`src/rtl/tap_wiper_pkg.sv`:
```
`timescale 1ns/1ps
package tap_wiper_pkg;
  typedef enum logic [2:0] {
    ACT_HOLD   = 3'd0,
    ACT_RECALL = 3'd1,
    ACT_HOST   = 3'd2,
    ACT_BANK   = 3'd3,
    ACT_INC    = 3'd4,
    ACT_DEC    = 3'd5
  } wiper_act_e;
endpackage

```
`src/rtl/tap_step_detect.sv`:
```
`timescale 1ns/1ps
module tap_step_detect (
  input  logic clk,
  input  logic rst_n,
  input  logic arm,
  input  logic scl,
  input  logic sda,
  output logic step_req,
  output logic step_up
);
  logic scl_q, scl_d;

  always_comb begin
    scl_d    = scl;
    step_req = arm && scl && !scl_q;
    step_up  = sda;
  end

  // reset to high so a line already high at reset release is not an edge
  always_ff @(posedge clk or negedge rst_n) begin
    if (!rst_n) scl_q <= 1'b1;
    else        scl_q <= scl_d;
  end

  assert_step_armed_R7: assert property (@(posedge clk) disable iff (!rst_n)
    step_req |-> arm);
  assert_single_step_R10: assert property (@(posedge clk) disable iff (!rst_n)
    step_req |=> !step_req);
endmodule

```
`src/rtl/tap_action_arb.sv`:
```
`timescale 1ns/1ps
module tap_action_arb
  import tap_wiper_pkg::*;
(
  input  logic       supply_ok,
  input  logic       recalled,
  input  logic       host_load,
  input  logic       bank_load,
  input  logic       step_req,
  input  logic       step_up,
  output wiper_act_e action
);
  always_comb begin
    action = ACT_HOLD;
    if (!recalled) begin
      if (supply_ok) action = ACT_RECALL;
    end else if (host_load) begin
      action = ACT_HOST;
    end else if (bank_load) begin
      action = ACT_BANK;
    end else if (step_req) begin
      action = step_up ? ACT_INC : ACT_DEC;
    end
  end
endmodule

```
`src/rtl/tap_pos_reg.sv`:
```
`timescale 1ns/1ps
module tap_pos_reg
  import tap_wiper_pkg::*;
#(
  parameter int WIDTH = 8
) (
  input  logic             clk,
  input  logic             rst_n,
  input  wiper_act_e       action,
  input  logic [WIDTH-1:0] host_byte,
  input  logic [WIDTH-1:0] bank_byte,
  input  logic [WIDTH-1:0] recall_byte,
  output logic [WIDTH-1:0] code,
  output logic             recalled
);
  localparam logic [WIDTH-1:0] CODE_MAX = {WIDTH{1'b1}};
  localparam logic [WIDTH-1:0] CODE_MIN = '0;

  logic [WIDTH-1:0] code_q, code_d;
  logic             rec_q, rec_d;
  logic             code_en;

  always_comb begin
    code_d  = code_q;
    rec_d   = rec_q;
    code_en = 1'b1;
    unique case (action)
      ACT_RECALL: begin code_d = recall_byte; rec_d = 1'b1; end
      ACT_HOST:   code_d = host_byte;
      ACT_BANK:   code_d = bank_byte;
      ACT_INC:    code_d = (code_q == CODE_MAX) ? code_q : code_q + WIDTH'(1);
      ACT_DEC:    code_d = (code_q == CODE_MIN) ? code_q : code_q - WIDTH'(1);
      default:    code_en = 1'b0;
    endcase
  end

  always_ff @(posedge clk or negedge rst_n) begin
    if (!rst_n) begin
      code_q <= '0;
      rec_q  <= 1'b0;
    end else if (code_en) begin
      code_q <= code_d;
      rec_q  <= rec_d;
    end
  end

  assign code     = code_q;
  assign recalled = rec_q;

  assert_recall_load_R4: assert property (@(posedge clk) disable iff (!rst_n)
    (action == ACT_RECALL) |=> (code_q == $past(recall_byte)) && rec_q);
  assert_recall_sticky_R4: assert property (@(posedge clk) disable iff (!rst_n)
    rec_q |=> rec_q);
  assert_idle_before_recall_R3: assert property (@(posedge clk) disable iff (!rst_n)
    !rec_q |-> (code_q == CODE_MIN));
  assert_step_up_R7: assert property (@(posedge clk) disable iff (!rst_n)
    (action == ACT_INC && code_q != CODE_MAX) |=> code_q == WIDTH'($past(code_q) + 1'b1));
  assert_step_down_R7: assert property (@(posedge clk) disable iff (!rst_n)
    (action == ACT_DEC && code_q != CODE_MIN) |=> code_q == WIDTH'($past(code_q) - 1'b1));
  assert_sat_top_R8: assert property (@(posedge clk) disable iff (!rst_n)
    (action == ACT_INC && code_q == CODE_MAX) |=> code_q == CODE_MAX);
  assert_sat_bottom_R8: assert property (@(posedge clk) disable iff (!rst_n)
    (action == ACT_DEC && code_q == CODE_MIN) |=> code_q == CODE_MIN);
  assert_hold_R10: assert property (@(posedge clk) disable iff (!rst_n)
    (action == ACT_HOLD) |=> $stable(code_q));
endmodule

```
`src/rtl/tap_onehot_dec.sv`:
```
`timescale 1ns/1ps
module tap_onehot_dec #(
  parameter int WIDTH = 8,
  localparam int TAPS = 1 << WIDTH
) (
  input  logic [WIDTH-1:0] code,
  output logic [TAPS-1:0]  sel
);
  for (genvar t = 0; t < TAPS; t++) begin : g_tap
    assign sel[t] = (code == WIDTH'(t));
  end
endmodule

```
`src/rtl/tap_wiper_unit.sv`:
```
`timescale 1ns/1ps
module tap_wiper_unit
  import tap_wiper_pkg::*;
#(
  parameter int WIDTH     = 8,
  parameter int NUM_BANKS = 4,
  localparam int SEL_W    = $clog2(NUM_BANKS),
  localparam int TAPS     = 1 << WIDTH
) (
  input  logic                       clk,
  input  logic                       rst_n,
  input  logic                       supply_ok,
  input  logic [NUM_BANKS*WIDTH-1:0] bank_regs,
  input  logic [SEL_W-1:0]           bank_sel,
  input  logic                       bank_load,
  input  logic [WIDTH-1:0]           host_byte,
  input  logic                       host_load,
  input  logic                       step_arm,
  input  logic                       bus_scl,
  input  logic                       bus_sda,
  output logic [WIDTH-1:0]           wiper_code,
  output logic [TAPS-1:0]            tap_sel,
  output logic                       recalled
);
  logic             step_req, step_up;
  wiper_act_e       action;
  logic [WIDTH-1:0] bank_pick, bank_zero;

  assign bank_pick = bank_regs[bank_sel*WIDTH +: WIDTH];
  assign bank_zero = bank_regs[WIDTH-1:0];

  tap_step_detect u_step (
    .clk(clk), .rst_n(rst_n), .arm(step_arm), .scl(bus_scl), .sda(bus_sda),
    .step_req(step_req), .step_up(step_up)
  );

  tap_action_arb u_arb (
    .supply_ok(supply_ok), .recalled(recalled), .host_load(host_load),
    .bank_load(bank_load), .step_req(step_req), .step_up(step_up),
    .action(action)
  );

  tap_pos_reg #(.WIDTH(WIDTH)) u_pos (
    .clk(clk), .rst_n(rst_n), .action(action), .host_byte(host_byte),
    .bank_byte(bank_pick), .recall_byte(bank_zero),
    .code(wiper_code), .recalled(recalled)
  );

  tap_onehot_dec #(.WIDTH(WIDTH)) u_dec (
    .code(wiper_code), .sel(tap_sel)
  );

  assert_onehot_R1: assert property (@(posedge clk) disable iff (!rst_n)
    ($countones(tap_sel) == 1) && tap_sel[wiper_code]);
  assert_ends_R2: assert property (@(posedge clk) disable iff (!rst_n)
    (tap_sel[0] == (wiper_code == '0)) && (tap_sel[TAPS-1] == (wiper_code == {WIDTH{1'b1}})));
  assert_host_load_R5: assert property (@(posedge clk) disable iff (!rst_n)
    (recalled && host_load) |=> wiper_code == $past(host_byte));
  assert_bank_load_R6: assert property (@(posedge clk) disable iff (!rst_n)
    (recalled && !host_load && bank_load) |=> wiper_code == $past(bank_pick));
  assert_load_over_step_R9: assert property (@(posedge clk) disable iff (!rst_n)
    (recalled && host_load && step_req) |=> wiper_code == $past(host_byte));
endmodule

```
`config.mk`:
```
export PLATFORM = sky130hd
export DESIGN_NAME = tap_wiper_unit
export DESIGN_NICKNAME = d
export VERILOG_FILES = /design/src/rtl/tap_wiper_pkg.sv /design/src/rtl/tap_step_detect.sv /design/src/rtl/tap_action_arb.sv /design/src/rtl/tap_pos_reg.sv /design/src/rtl/tap_onehot_dec.sv /design/src/rtl/tap_wiper_unit.sv
export SDC_FILE = /design/constraint.sdc
export NUM_CORES = 1
export LEC_CHECK = 0
export BUFFER_PORTS_ARGS = -buffer_cell sky130_fd_sc_hd__clkbuf_2
export CORE_AREA = 2 2 122 124
export CTS_BUF_LIST = sky130_fd_sc_hd__clkbuf_16
export DETAILED_ROUTE_END_ITERATION = 10
export DIE_AREA = 0 0 124 126
export SYNTH_ARGS = -nofsm -noshare
export SYNTH_HDL_FRONTEND = slang
export SYNTH_SLANG_ARGS = --single-unit
```
`constraint.sdc`:
```
create_clock -name clk -period 2.5 [get_ports clk]
set_clock_uncertainty 0.1 [all_clocks]
set_input_delay 0.25 -clock clk [delete_from_list [all_inputs] [get_ports clk]]
set_output_delay 0.25 -clock clk [all_outputs]
set_load 0.02 [all_outputs]
```
After elaboration in Yosys (flattened, before gate mapping)

Index checks and enable logic that the tools add are counted.

Output and inout bits: 265
Input bits: 50
Register bits after elaboration: 10
Logic and storage cells: 286

Add/sub/neg operators: 2
Multiplexer cells: 10
Reductions and logical operators: 8
Equal/unequal tests: 262
Shift operators: 1

Operators by type and width:

| cell                                                | count |
|---|---|
| equality test 8 bit, second input constant          | 128 |
| equality test 8 x 7 -> 1 bit, second input constant | 64 |
| equality test 8 x 6 -> 1 bit, second input constant | 32 |
| equality test 8 x 5 -> 1 bit, second input constant | 16 |
| equality test 8 x 4 -> 1 bit, second input constant | 8 |
| case mux 8 bit (5 select lines)                     | 1 |
| equality test 8 x 3 -> 1 bit, second input constant | 4 |
| indexed part select 32 x 6 -> 8 bit                 | 1 |
| equality test 8 x 2 -> 1 bit, second input constant | 2 |
| 2-to-1 mux 8 bit                                    | 2 |
| 2-to-1 mux 3 bit                                    | 4 |
| adder 8 x 1 -> 8 bit, second input constant         | 1 |
| equality test 8 x 1 -> 1 bit, second input constant | 1 |
| zero test 8 bit                                     | 1 |
| subtractor 8 x 1 -> 8 bit, second input constant    | 1 |
| equality test 3 x 2 -> 1 bit, second input constant | 2 |
| equality test 3 bit, second input constant          | 2 |
| nonzero test 5 bit                                  | 1 |
| OR reduction 5 bit                                  | 1 |
| inequality test 2 bit, second input constant        | 2 |
| AND reduction 4 bit                                 | 1 |
| equality test 3 x 1 -> 1 bit, second input constant | 1 |
| 2-to-1 mux 1 bit                                    | 3 |
| logical AND 1 bit                                   | 2 |
| 2 further kinds                                     | 2 |

Logic depth before layout (Yosys ltp)

Gate-level depths: netlist of run 1.

Word-level depth: 10
Depth in mapped cells: 9

By module

A second synthesis of run 1 with hierarchy kept.

Cell total of the unflattened synthesis: 499
Area total of the unflattened synthesis: 3118.0 um2

By module, submodules not included:

| module          | area each (um2) | instances | cells each | sequential area each (um2) |
|---|---|---|---|---|
| tap_onehot_dec  | 1754.2          | 1         | 350        | 0.0 |
| tap_pos_reg     | 1074.8          | 1         | 129        | 225.2 |
| tap_wiper_unit  | 196.4           | 1         | 10         | 0.0 |
| tap_action_arb  | 50.0            | 1         | 7          | 0.0 |
| tap_step_detect | 42.5            | 1         | 3          | 26.3 |

Worst setup path after synthesis of run 1

OpenSTA, ideal clock, no wires.

Kind: reg-to-reg
From: register u_pos.code_q[0], in the netlist u_pos.code[0]
To: register u_pos.code_q[5], in the netlist u_pos.code[5]
Buffers on the path: 2
Period minus slack after synthesis: 2.589 ns
Data arrival time: 2.389 ns
Slack: -0.089 ns
Library setup time: 0.101 ns
Stages on the path, launching flop included: 10
Cell sequence: dfrtp_1 -> inv_1 -> ha_1 -> or3b_2 -> clkbuf_1 -> o211a_1 -> a311oi_4 -> buf_6 -> a21oi_1 -> o32ai_1

Longest elaborated chain between the ends: 3
Elaborated cells between the ends (all ways): 10
Classes of those cells: 2 x add/sub; 3 x eq/ne; 3 x mux; 2 x reduce/logical

RTL lines:

| what                                                                   | line              | text |
|---|---|---|
| from (decl)                                                            | tap_pos_reg.sv:19 | `logic [WIDTH-1:0] code_q, code_d;` |
| from (signal assigned)                                                 | tap_pos_reg.sv:42 | `code_q <= code_d;` |
| subtractor 8 x 1 -> 8 bit, or another cell as far along                | tap_pos_reg.sv:32 | `ACT_DEC: code_d = (code_q == CODE_MIN) ? code_q : code_q - WIDTH'(1);` |
| 2-to-1 mux 8 bit, or another cell as far along                         | tap_pos_reg.sv:32 |  |
| case mux 8 bit (5 select lines) or AND reduction 4 bit (tied branches) | -                 |  |

Parallel ways exist; a longest one is shown, timed or not. The select of a mux whose other input is x is not followed.
A chain may end at the register's enable or synchronous reset.

Worst setup path after layout of run 1

From: register u_pos.code_q[6], in the netlist u_pos.code[6]
To: output tap_sel[78]

Longest elaborated chain between the ends: 1

RTL lines:

| what                         | line                 | text |
|---|---|---|
| equality test 8 x 7 -> 1 bit | tap_onehot_dec.sv:10 | `assign sel[t] = (code == WIDTH'(t));` |
| to (decl)                    | tap_wiper_unit.sv:22 | `output logic [TAPS-1:0] tap_sel,` |

Every way passes these cells.

==> flow_summary.yaml, run 1 <==
outcome:
  outcome: "finished clean"
logic_synthesis:
  synth_fa_ha_area_frac: 0.0261
  async_flop_share: 1.00
  ys_ff_latch: 10
  syn_nets: 509
  ys_types: 43
  muxShareOfSynthArea: 0.0794
  synth-xor-area-share: 0.0146
  synth_edf_count: 0
  syn_area_um2: 2390
  synthSimpleGateAreaFrac: 0.549
  synth_area_leaders: "nor2_1, dfrtp_1, mux4_2, clkbuf_1, nand2_1"
  ys_seq_area_frac: 0.105
  synth_top_family_by_area: "simple AND/OR/NAND/NOR gates"
  yosysTopAreaCell: "nor2_1"
  synthCells: 454
  ys.flop_type: "dfrtp_1"
  yosysWarnings: 0
  syn_avg_cell_area_um2: 5.27
  synth_top_area_frac: 0.431
  synth_compound_area_frac: 0.129
global_routing:
  track_usage: 0.175
  grt_pass1_vias: 3478
  overflow: 0
  antenna_found_initial: 0
  grt_max_degree: 17
  grt_pass1_wl_um: 20900
final_layout:
  fin_cells: 943
  diodes: 0
  final_common_cell: "clkbuf_2"
  nNetsFinal: 815
  stdcell_area_um2: 4360
  drive_above_1_share: 0.495
  layout_common_cells: "clkbuf_2, nor2_1, buf_4"
  fill_cells: 1656
  final_core_util: 0.304
  area_delta_synth_final_pct: 81.9
die:
  ios: 315
  num_rows: 44
  coreArea_um2: 14300
  die_area_um2: 15600
  initial_core_util: 0.167
  die_w_um: 124
  dieHeight_um: 126
power:
  combPwrFrac: 0.611
  switchingPower_mw: 0.616
  seqPwrFrac: 0.157
  leakagePower_nw: 2.27
  p_clk_frac: 0.231
  power.density_nw_per_um2: 286
  swShare: 0.494
  p_int_mw: 0.630
  ir_worst_vdd_uv: 264
  finalPower_mw: 1.25
placement:
  placed_area_um2: 4250
  gp_congestion: 0.831
  dp.cells: 938
  detailed_place_hpwl_um: 11700
  port_buffers: 314
critical_path:
  critical_path_class: "flip-flop to output port"
  startpoint_type: "flip-flop"
  required_ns: 2.15
  crit_path_end_kind: "output port"
  path_max_fanout: 16
  cp.arrival_ns: 2.06
sta:
  setup_viol: 0
  relSlewSlack: 0.515
  drv_slew: 0
  hold_viol: 0
  worst_pin_slew_ns: 0.726
  final.period_utilization: 0.964
  rsz0062_at_grt: "true"
  min_period_ns: 2.41
  fmax_mhz: 415
routing:
  vias_per_cell: 4.44
  wl_met1_um: 6220
  dr.pass1.iters: 4
  drc: 0
  drtIter0Drc: 245
  maxUsedRoutingLayer: "met4"
  wl_per_cell_um: 15.8
  wirelength_um: 14900
  wl_met2_um: 7830
  postRouteAntennaNets: 0
  met3_length_um: 715
  route.vias.total: 4188
flow_run:
  max_cap_viol_count: 0
clocking:
  cts_max_level: 1
  clock-sinks: 10
  clock_path_buffers: 2
  path_clk_slew_ns: 0.04
  clock_latency_ns: 0.24
  clockRootBuffer: "clkbuf_16"
  numCtsBuffers: 3
  post_cts_buffers: 0
  tritoncts: "built"
hold_path:
  hp-class: "input pin to flip-flop"
## cells in the mapped netlist, types with 2 or more instances
cell type / n
nor2_1: 275
clkbuf_1: 38
nand2_1: 29
inv_1: 10
dfrtp_1: 9
nand3_1: 9
mux4_2: 8
a21oi_1: 7
ha_1: 5
nand4_1: 4
a22o_1: 3
a22oi_1: 3
and2_1: 3
buf_2: 3
buf_6: 3
nor2b_1: 3
o21ai_0: 3
o22ai_1: 3
o311a_1: 3
o32ai_1: 3
xor2_1: 3
a31oi_1: 2
and3_1: 2
nor3_1: 2
o221ai_1: 2
o31a_1: 2
## layer usage
layer,track usage,vias to the layer above
li1,-,2052
met1,0.211,1951
met2,0.337,176
met3,0.0122,9
met4,0.0291,0
met5,0,-
## what timing repair did
item,4_1_cts,5_1_grt
gates resized for setup,0,7
endpoints found under the hold margin,9,0
hold buffers,1,0
setup endpoints to repair,0,93
## power by group through the flow
stage | clock, mW | combinational [mW] | sequential, mW
global route | 0.306 | 0.835 | 0.199
global placement | 0 | 0.750 | 0.197
floorplan | 0 | 0.423 | 0.233
CTS | 0.295 | 0.756 | 0.196
finish | 0.288 | 0.761 | 0.196
detailed placement | 0 | 0.751 | 0.199
## final cells by class
| cell class | count | area, um2 | area share |
|---|---|---|---|
| Tap cell | 184 | 230 | 0.0529 |
| Clock inverter | 1 | 3.75 | 0.000862 |
| Clock buffer | 3 | 75.1 | 0.0172 |
| Multi-Input combinational cell | 389 | 1940 | 0.446 |
| Inverter | 10 | 37.5 | 0.00862 |
| Sequential cell | 10 | 254 | 0.0583 |
| Timing Repair Buffer | 346 | 1810 | 0.417 |
## registers in the layout (all words and copies together) (netlist names)
signal,count
u_pos.code,8
u_step.scl_q,1
u_pos.recalled,1
## final timing paths
check / startpoint / endpoint / slack (ns) / cells past startpoint
setup / recovery: u_pos.code[6] / tap_sel[78] / 0.09 / 6
hold / removal: bus_scl / u_step.scl_q / 0.005 / 1
setup reg to reg: u_pos.code[0] / u_pos.code[5] / 0.23 / 8
hold reg to reg: u_pos.code[0] / u_pos.code[0] / 0.49 / 2
max in group asynchronous: rst_n / u_step.scl_q / 1.71 / 2
min in group asynchronous: rst_n / u_pos.code[0] / 0.32 / 2
## cell families after synthesis
kind of cell | count (synthesis)
DFF | 10
xor gates and xnor gates | 4
adders and majority gates | 5
and+or+nand+nor | 332
AOI/OAI and AO/OA | 39
buffers and inverters | 55
muxes | 9
## critical path: stages (launching register included)
cell and delay, ns:
dfrtp_1 0.43, buf_4 0.17, inv_1 0.07, nor2_1 0.26
nand2_1 0.45, nor2_1 0.22, clkbuf_2 0.20
## per-stage QoR
| stage | setup WS [ns] | setup TNS [ns] | hold slack, ns |
|---|---|---|---|
| 5_1_grt | -0.117 | -4.12 | 0.00723 |
| 6_report | 0.0903 | 0 | 0.00532 |
| 2_1_floorplan | 0.0203 | 0 | -0.146 |
| 3_3_place_gp | 0.229 | 0 | 0.0363 |
| 3_5_place_dp | 0.197 | 0 | 0.0430 |
| 4_1_cts | 0.132 | 0 | 0.00155 |
(Power assumes the default switching activity.)
==> inputs of run 2 (changes only) <==
--- a/config.mk
+++ b/config.mk
@@ -6,10 +6,12 @@
 export NUM_CORES = 1
 export LEC_CHECK = 0
 export BUFFER_PORTS_ARGS = -buffer_cell sky130_fd_sc_hd__clkbuf_2
-export CORE_AREA = 2 2 122 124
+export CORE_AREA = 2 2 121 123
 export CTS_BUF_LIST = sky130_fd_sc_hd__clkbuf_16
 export DETAILED_ROUTE_END_ITERATION = 10
-export DIE_AREA = 0 0 124 126
+export DIE_AREA = 0 0 123 125
+export GPL_ROUTABILITY_DRIVEN = 0
+export SETUP_SLACK_MARGIN = 0.3
 export SYNTH_ARGS = -nofsm -noshare
 export SYNTH_HDL_FRONTEND = slang
 export SYNTH_SLANG_ARGS = --single-unit
==> constraint.sdc (replaced) <==
create_clock -name clk -period 2.6 [get_ports clk]
set_clock_uncertainty 0.1 [all_clocks]
set_input_delay 0.26 -clock clk [delete_from_list [all_inputs] [get_ports clk]]
set_output_delay 0.26 -clock clk [all_outputs]
set_load 0.02 [all_outputs]
==> flow_summary.yaml, run 2 (synthesized netlist as in run 1, its figures left out) <==
clocking:
  clock_latency_ns: 0.24
  clock_path_buffers: 2
  clock-sinks: 10
  clockRootBuffer: "clkbuf_16"
  tritoncts: "built"
  path_clk_slew_ns: 0.04
  cts_max_level: 1
  numCtsBuffers: 3
sta:
  final.period_utilization: 0.864
  setup_viol: 0
  drv_slew: 0
  rsz0062_at_grt: "true"
  worst_pin_slew_ns: 0.443
  worst_slack_ns: 0.353
  finalSetupTns_ns: 0
  hold_viol: 0
  relSlewSlack: 0.702
  min_period_ns: 2.25
  fin_hold_ws_ns: 0.0238
  fmax_mhz: 445
critical_path:
  path_max_fanout: 7
  worst-path-stages: 8
  critPathTopFamily: "compound AO/OA/AOI/OAI gates"
  endpoint: "u_pos.code[4]"
  startpoint_type: "flip-flop"
  r2r_end: "u_pos.code[4]"
  critPathBufInv: 2
  startpoint: "u_pos.code[0]"
  required_ns: 2.62
  reg2reg_depth: 8
  critical_path_class: "flip-flop to flip-flop"
  cp.arrival_ns: 2.27
  r2r-start: "u_pos.code[0]"
  cpPeakStageDelay_ns: 0.45
  cpMaxStageDelayCell: "dfrtp_2"
  crit_path_cell_trace: "inv_4, ha_4, or3b_4, o211a_1, a311oi_4, buf_6, nor2_1, a22o_1"
  rrSetupSlack_ns: 0.35
  crit_path_end_kind: "flip-flop"
final_layout:
  area_delta_synth_final_pct: 86.5
  diodes: 0
  stdcell_area_um2: 4470
  layout_common_cells: "clkbuf_2, nor2_1, buf_4"
  fin_cells: 944
  nNetsFinal: 816
  drive_above_1_share: 0.525
  final_core_util: 0.314
  final_common_cell: "clkbuf_2"
  largest_reg_flops: 8
hold_path:
  hold_start: "bus_scl"
  hp-class: "input pin to flip-flop"
placement:
  placed_area_um2: 4180
  dpl_worst_slack_ns: 0.258
  dp.cells: 928
  detailed_place_hpwl_um: 11400
  port_buffers: 314
global_routing:
  grt_pass1_wl_um: 19800
  antenna_found_initial: 0
  track_usage: 0.168
  overflow: 0
  grt_max_degree: 17
  grt_pass1_vias: 3224
flow_run:
  max_cap_viol_count: 0
die:
  initial_core_util: 0.169
  coreArea_um2: 14200
  die_w_um: 123
  num_rows: 44
  dieHeight_um: 125
  die_area_um2: 15400
  ios: 315
routing:
  dr.pass1.iters: 5
  wirelength_um: 14900
  postRouteAntennaNets: 0
  drtIter0Drc: 314
  route.vias.total: 4273
  drc: 0
  vias_per_cell: 4.53
  wl_per_cell_um: 15.7
outcome:
  outcome: "finished clean"
power:
  finalPower_mw: 1.24
  power.density_nw_per_um2: 278
  leakagePower_nw: 2.33
  ir_worst_vdd_uv: 210
[run 2: worst min-delay path by stage]
stage,end,slack (ns),cells after the start
final,u_step.scl_q,0.02,1
after global routing,u_step.scl_q,0.03,1
after CTS,u_step.scl_q,0.02,1
after detailed placement,u_pos.code[3],0.05,1
after global placement,u_pos.code[3],0.04,1
after floorplan,u_pos.code[0],-0.14,0
[run 2: what timing repair did]
item                       in CTS  in global routing
cloned                          0                  1
setup endpoints to repair     123                217
hold buffers                    1                  0
pin swaps                       0                  1
setup buffers                   3                  7
gates resized for setup         3                 37
hold endpoints to repair        9                  0
[run 2: power by group]
group | internal [mW] | total, mW | switching [mW]
logic | 0.243 | 0.736 | 0.493
registers | 0.177 | 0.229 | 0.0518
clock network | 0.202 | 0.276 | 0.0744
total | 0.622 | 1.24 | 0.619
[run 2: final cells by class]
type | instances | area (um2)
fillers | 1618 | 9740
multi-input cells | 389 | 2030
clock inverters | 1 | 3.75
well taps | 184 | 230
clock buffers | 3 | 75.1
inverters | 10 | 42.5
flip-flops and latches | 10 | 258
repair buffers | 347 | 1830
[run 2: per-layer routing]
metal  track usage  wire length (um)  vias to the layer above
met5             0                 0                        -
met4        0.0241               105                        0
met3        0.0123               892                        8
met2         0.321              7970                      216
met1         0.206              5890                     1991
li1              -                 -                     2058
==> inputs of run 3 (changes only) <==
--- a/config.mk
+++ b/config.mk
@@ -6,12 +6,13 @@
 export NUM_CORES = 1
 export LEC_CHECK = 0
 export BUFFER_PORTS_ARGS = -buffer_cell sky130_fd_sc_hd__clkbuf_2
-export CORE_AREA = 2 2 121 123
+export CORE_AREA = 2 2 123 125
 export CTS_BUF_LIST = sky130_fd_sc_hd__clkbuf_16
 export DETAILED_ROUTE_END_ITERATION = 10
-export DIE_AREA = 0 0 123 125
+export DIE_AREA = 0 0 125 127
 export GPL_ROUTABILITY_DRIVEN = 0
 export SETUP_SLACK_MARGIN = 0.3
 export SYNTH_ARGS = -nofsm -noshare
 export SYNTH_HDL_FRONTEND = slang
+export SYNTH_HIERARCHICAL = 1
 export SYNTH_SLANG_ARGS = --single-unit
==> flow_summary.yaml, run 3 <==
placement:
  placed_area_um2: 4990
  dpl_worst_slack_ns: -0.256
  port_buffers: 314
  detailed_place_hpwl_um: 11800
sta:
  worst_slack_ns: -0.300
  final.period_utilization: 1.12
  setup_viol: 5
  rsz0062_at_grt: "true"
  hold_viol: 0
  fmax_mhz: 345
  relSlewSlack: 0.725
  drv_slew: 0
  min_period_ns: 2.90
  worst_pin_slew_ns: 0.413
power:
  ir_worst_vdd_uv: 252
  switchingPower_mw: 1.18
  p_int_mw: 1.06
  power.density_nw_per_um2: 392
  leakagePower_nw: 2.78
  seqPwrFrac: 0.135
  combPwrFrac: 0.740
  p_clk_frac: 0.125
  swShare: 0.525
logic_synthesis:
  syn_nets: 554
  synth_top_area_frac: 0.300
  syn_avg_cell_area_um2: 6.25
  synth_compound_area_frac: 0.0819
  synthSimpleGateAreaFrac: 0.551
  yosysTopAreaCell: "nor2_1"
  synthCells: 499
  yosysWarnings: 6
  synth_fa_ha_area_frac: 0.0233
  ys_seq_area_frac: 0.0807
  netlist_top_cells_count: "nor2_1, buf_2, clkbuf_1"
  synth_top_family_by_area: "simple AND/OR/NAND/NOR gates"
  synth_area_leaders: "nor2_1, dfrtp_1, mux4_2, buf_6, nand4bb_1"
  yosysMostFrequentCell: "nor2_1"
  ys_types: 58
  ys_ff_latch: 10
  async_flop_share: 1.00
  synth-xor-area-share: 0.0140
  syn_area_um2: 3120
  ys.flop_type: "dfrtp_1"
  muxShareOfSynthArea: 0.107
  synth_edf_count: 0
global_routing:
  track_usage: 0.182
  antenna_found_initial: 0
  grt_pass1_vias: 4023
  overflow: 0
  grt_pass1_wl_um: 23400
  grt_max_degree: 23
flow_run:
  max_cap_viol_count: 0
critical_path:
  critPathTopFamily: "compound AO/OA/AOI/OAI gates"
  cp.arrival_ns: 2.91
  cpPeakStageDelay_ns: 0.35
  startpoint_type: "flip-flop"
  cpMaxStageDelayCell: "dfstp_2"
  required_ns: 2.61
  crit_path_end_kind: "flip-flop"
  crit_path_cell_trace: "and3b_1, or2b_1, a221oi_4, nand3b_4, inv_4, ha_4, nor2_1, a21oi_2, a221o_1, o311ai_2, a21oi_1"
  critPathBufInv: 1
  critical_path_class: "flip-flop to flip-flop"
  path_max_fanout: 3
clocking:
  tritoncts: "built"
  clock_path_buffers: 2
  clock-sinks: 10
  cts_max_level: 1
  numCtsBuffers: 3
  clock_latency_ns: 0.24
  path_clk_slew_ns: 0.04
  clockRootBuffer: "clkbuf_16"
final_layout:
  nNetsFinal: 899
  largest_reg_flops: 8
  final_common_cell: "clkbuf_2"
  layout_common_cells: "clkbuf_2, nor2_1, buf_4"
  area_delta_synth_final_pct: 83.3
  drive_above_1_share: 0.586
  diodes: 0
  stdcell_area_um2: 5720
die:
  dieHeight_um: 127
  die_w_um: 125
  die_area_um2: 15900
  initial_core_util: 0.216
  ios: 315
  coreArea_um2: 14400
  num_rows: 44
routing:
  drtIter0Drc: 322
  dr.pass1.iters: 4
  route.vias.total: 4878
  wl_per_cell_um: 17.1
  postRouteAntennaNets: 0
  vias_per_cell: 4.75
  drc: 0
  wirelength_um: 17600
outcome:
  outcome: "finished with violations"
  failed_checks: "setup timing"
hold_path:
  hp-class: "input pin to flip-flop"
==> run 3: cell count changes after synthesis, moves of 12 or more <==
cell	before	now
nor2_2	0	12
nor2_1	275	249
nand4bb_1	0	12
nand2_1	29	6
buf_2	3	25
mux2i_1	1	13
clkbuf_1	38	25
==> run 3: cell type report <==
type / count / area [um2]
Fill cell: 1505 / 8710
Multi-Input combinational cell: 414 / 2650
Timing Repair Buffer: 409 / 2460
Sequential cell: 10 / 269
Tap cell: 184 / 230
Clock buffer: 3 / 75.1
Inverter: 6 / 25.0
Clock inverter: 1 / 3.75
==> run 3: timing repair <==
item | in CTS | in global routing
resized for setup | 43 | 66
endpoints found under the hold margin | 9 | 0
setup buffers | 10 | 23
pin swaps | 22 | 19
cloned | 2 | 2
setup endpoints to repair | 147 | 130
hold buffers | 1 | 0
==> run 3: logic make-up after synthesis <==
logic type               Yosys count
multiplexers                      23
AO/OA/AOI/OAI                     35
XOR/XNOR                           5
adder cells (fa/ha/maj)            6
buffers and inverters             78
flip-flops                        10
AND/OR/NAND/NOR                  342
==> run 3: layer usage <==
| layer | part of all wire | routed length, um | up-vias | track usage |
|---|---|---|---|---|
| met4 | 0.0080 | 140 | 0 | 0.0235 |
| met3 | 0.065 | 1140 | 12 | 0.0222 |
| met5 | 0 | 0 | - | 0 |
| met2 | 0.53 | 9220 | 231 | 0.340 |
| li1 | - | - | 2334 | - |
| met1 | 0.40 | 7050 | 2301 | 0.230 |
==> run 3: through the flow <==
step	total power, mW	utilization	hold WS, ns	std cells	TNS, ns
2_1_floorplan	1.18	-	-0.136	499	-0.481
3_3_place_gp	1.58	0.346	0.0599	985	-0.395
3_5_place_dp	1.58	0.346	0.0559	985	-0.613
4_1_cts	1.97	0.370	0.124	1002	-0.451
5_1_grt	2.38	0.396	0.132	1027	-1.36
6_report	2.24	0.396	0.122	1027	-0.698
==> run 3: final timing paths <==
check	startpoint	end	slack (ns)	cells past startpoint
setup / recovery	u_step/scl_q	u_pos/code[6]	-0.30	11
hold / removal	bus_scl	u_step/scl_q	0.12	2
setup reg to reg	u_step/scl_q	u_pos/code[6]	-0.30	11
hold reg to reg	u_pos/recalled	u_pos/recalled	0.55	2
max in group asynchronous	rst_n	u_step/scl_q	1.76	2
min in group asynchronous	rst_n	u_pos/code[3]	0.35	2
==> run 3: power by group through the flow <==
stage | Clock (mW) | Combinational (mW) | Sequential [mW]
CTS | 0.284 | 1.36 | 0.334
detailed placement | 0 | 1.27 | 0.317
global route | 0.299 | 1.77 | 0.309
finish | 0.280 | 1.66 | 0.303
global placement | 0 | 1.26 | 0.316
floorplan | 0 | 0.876 | 0.304
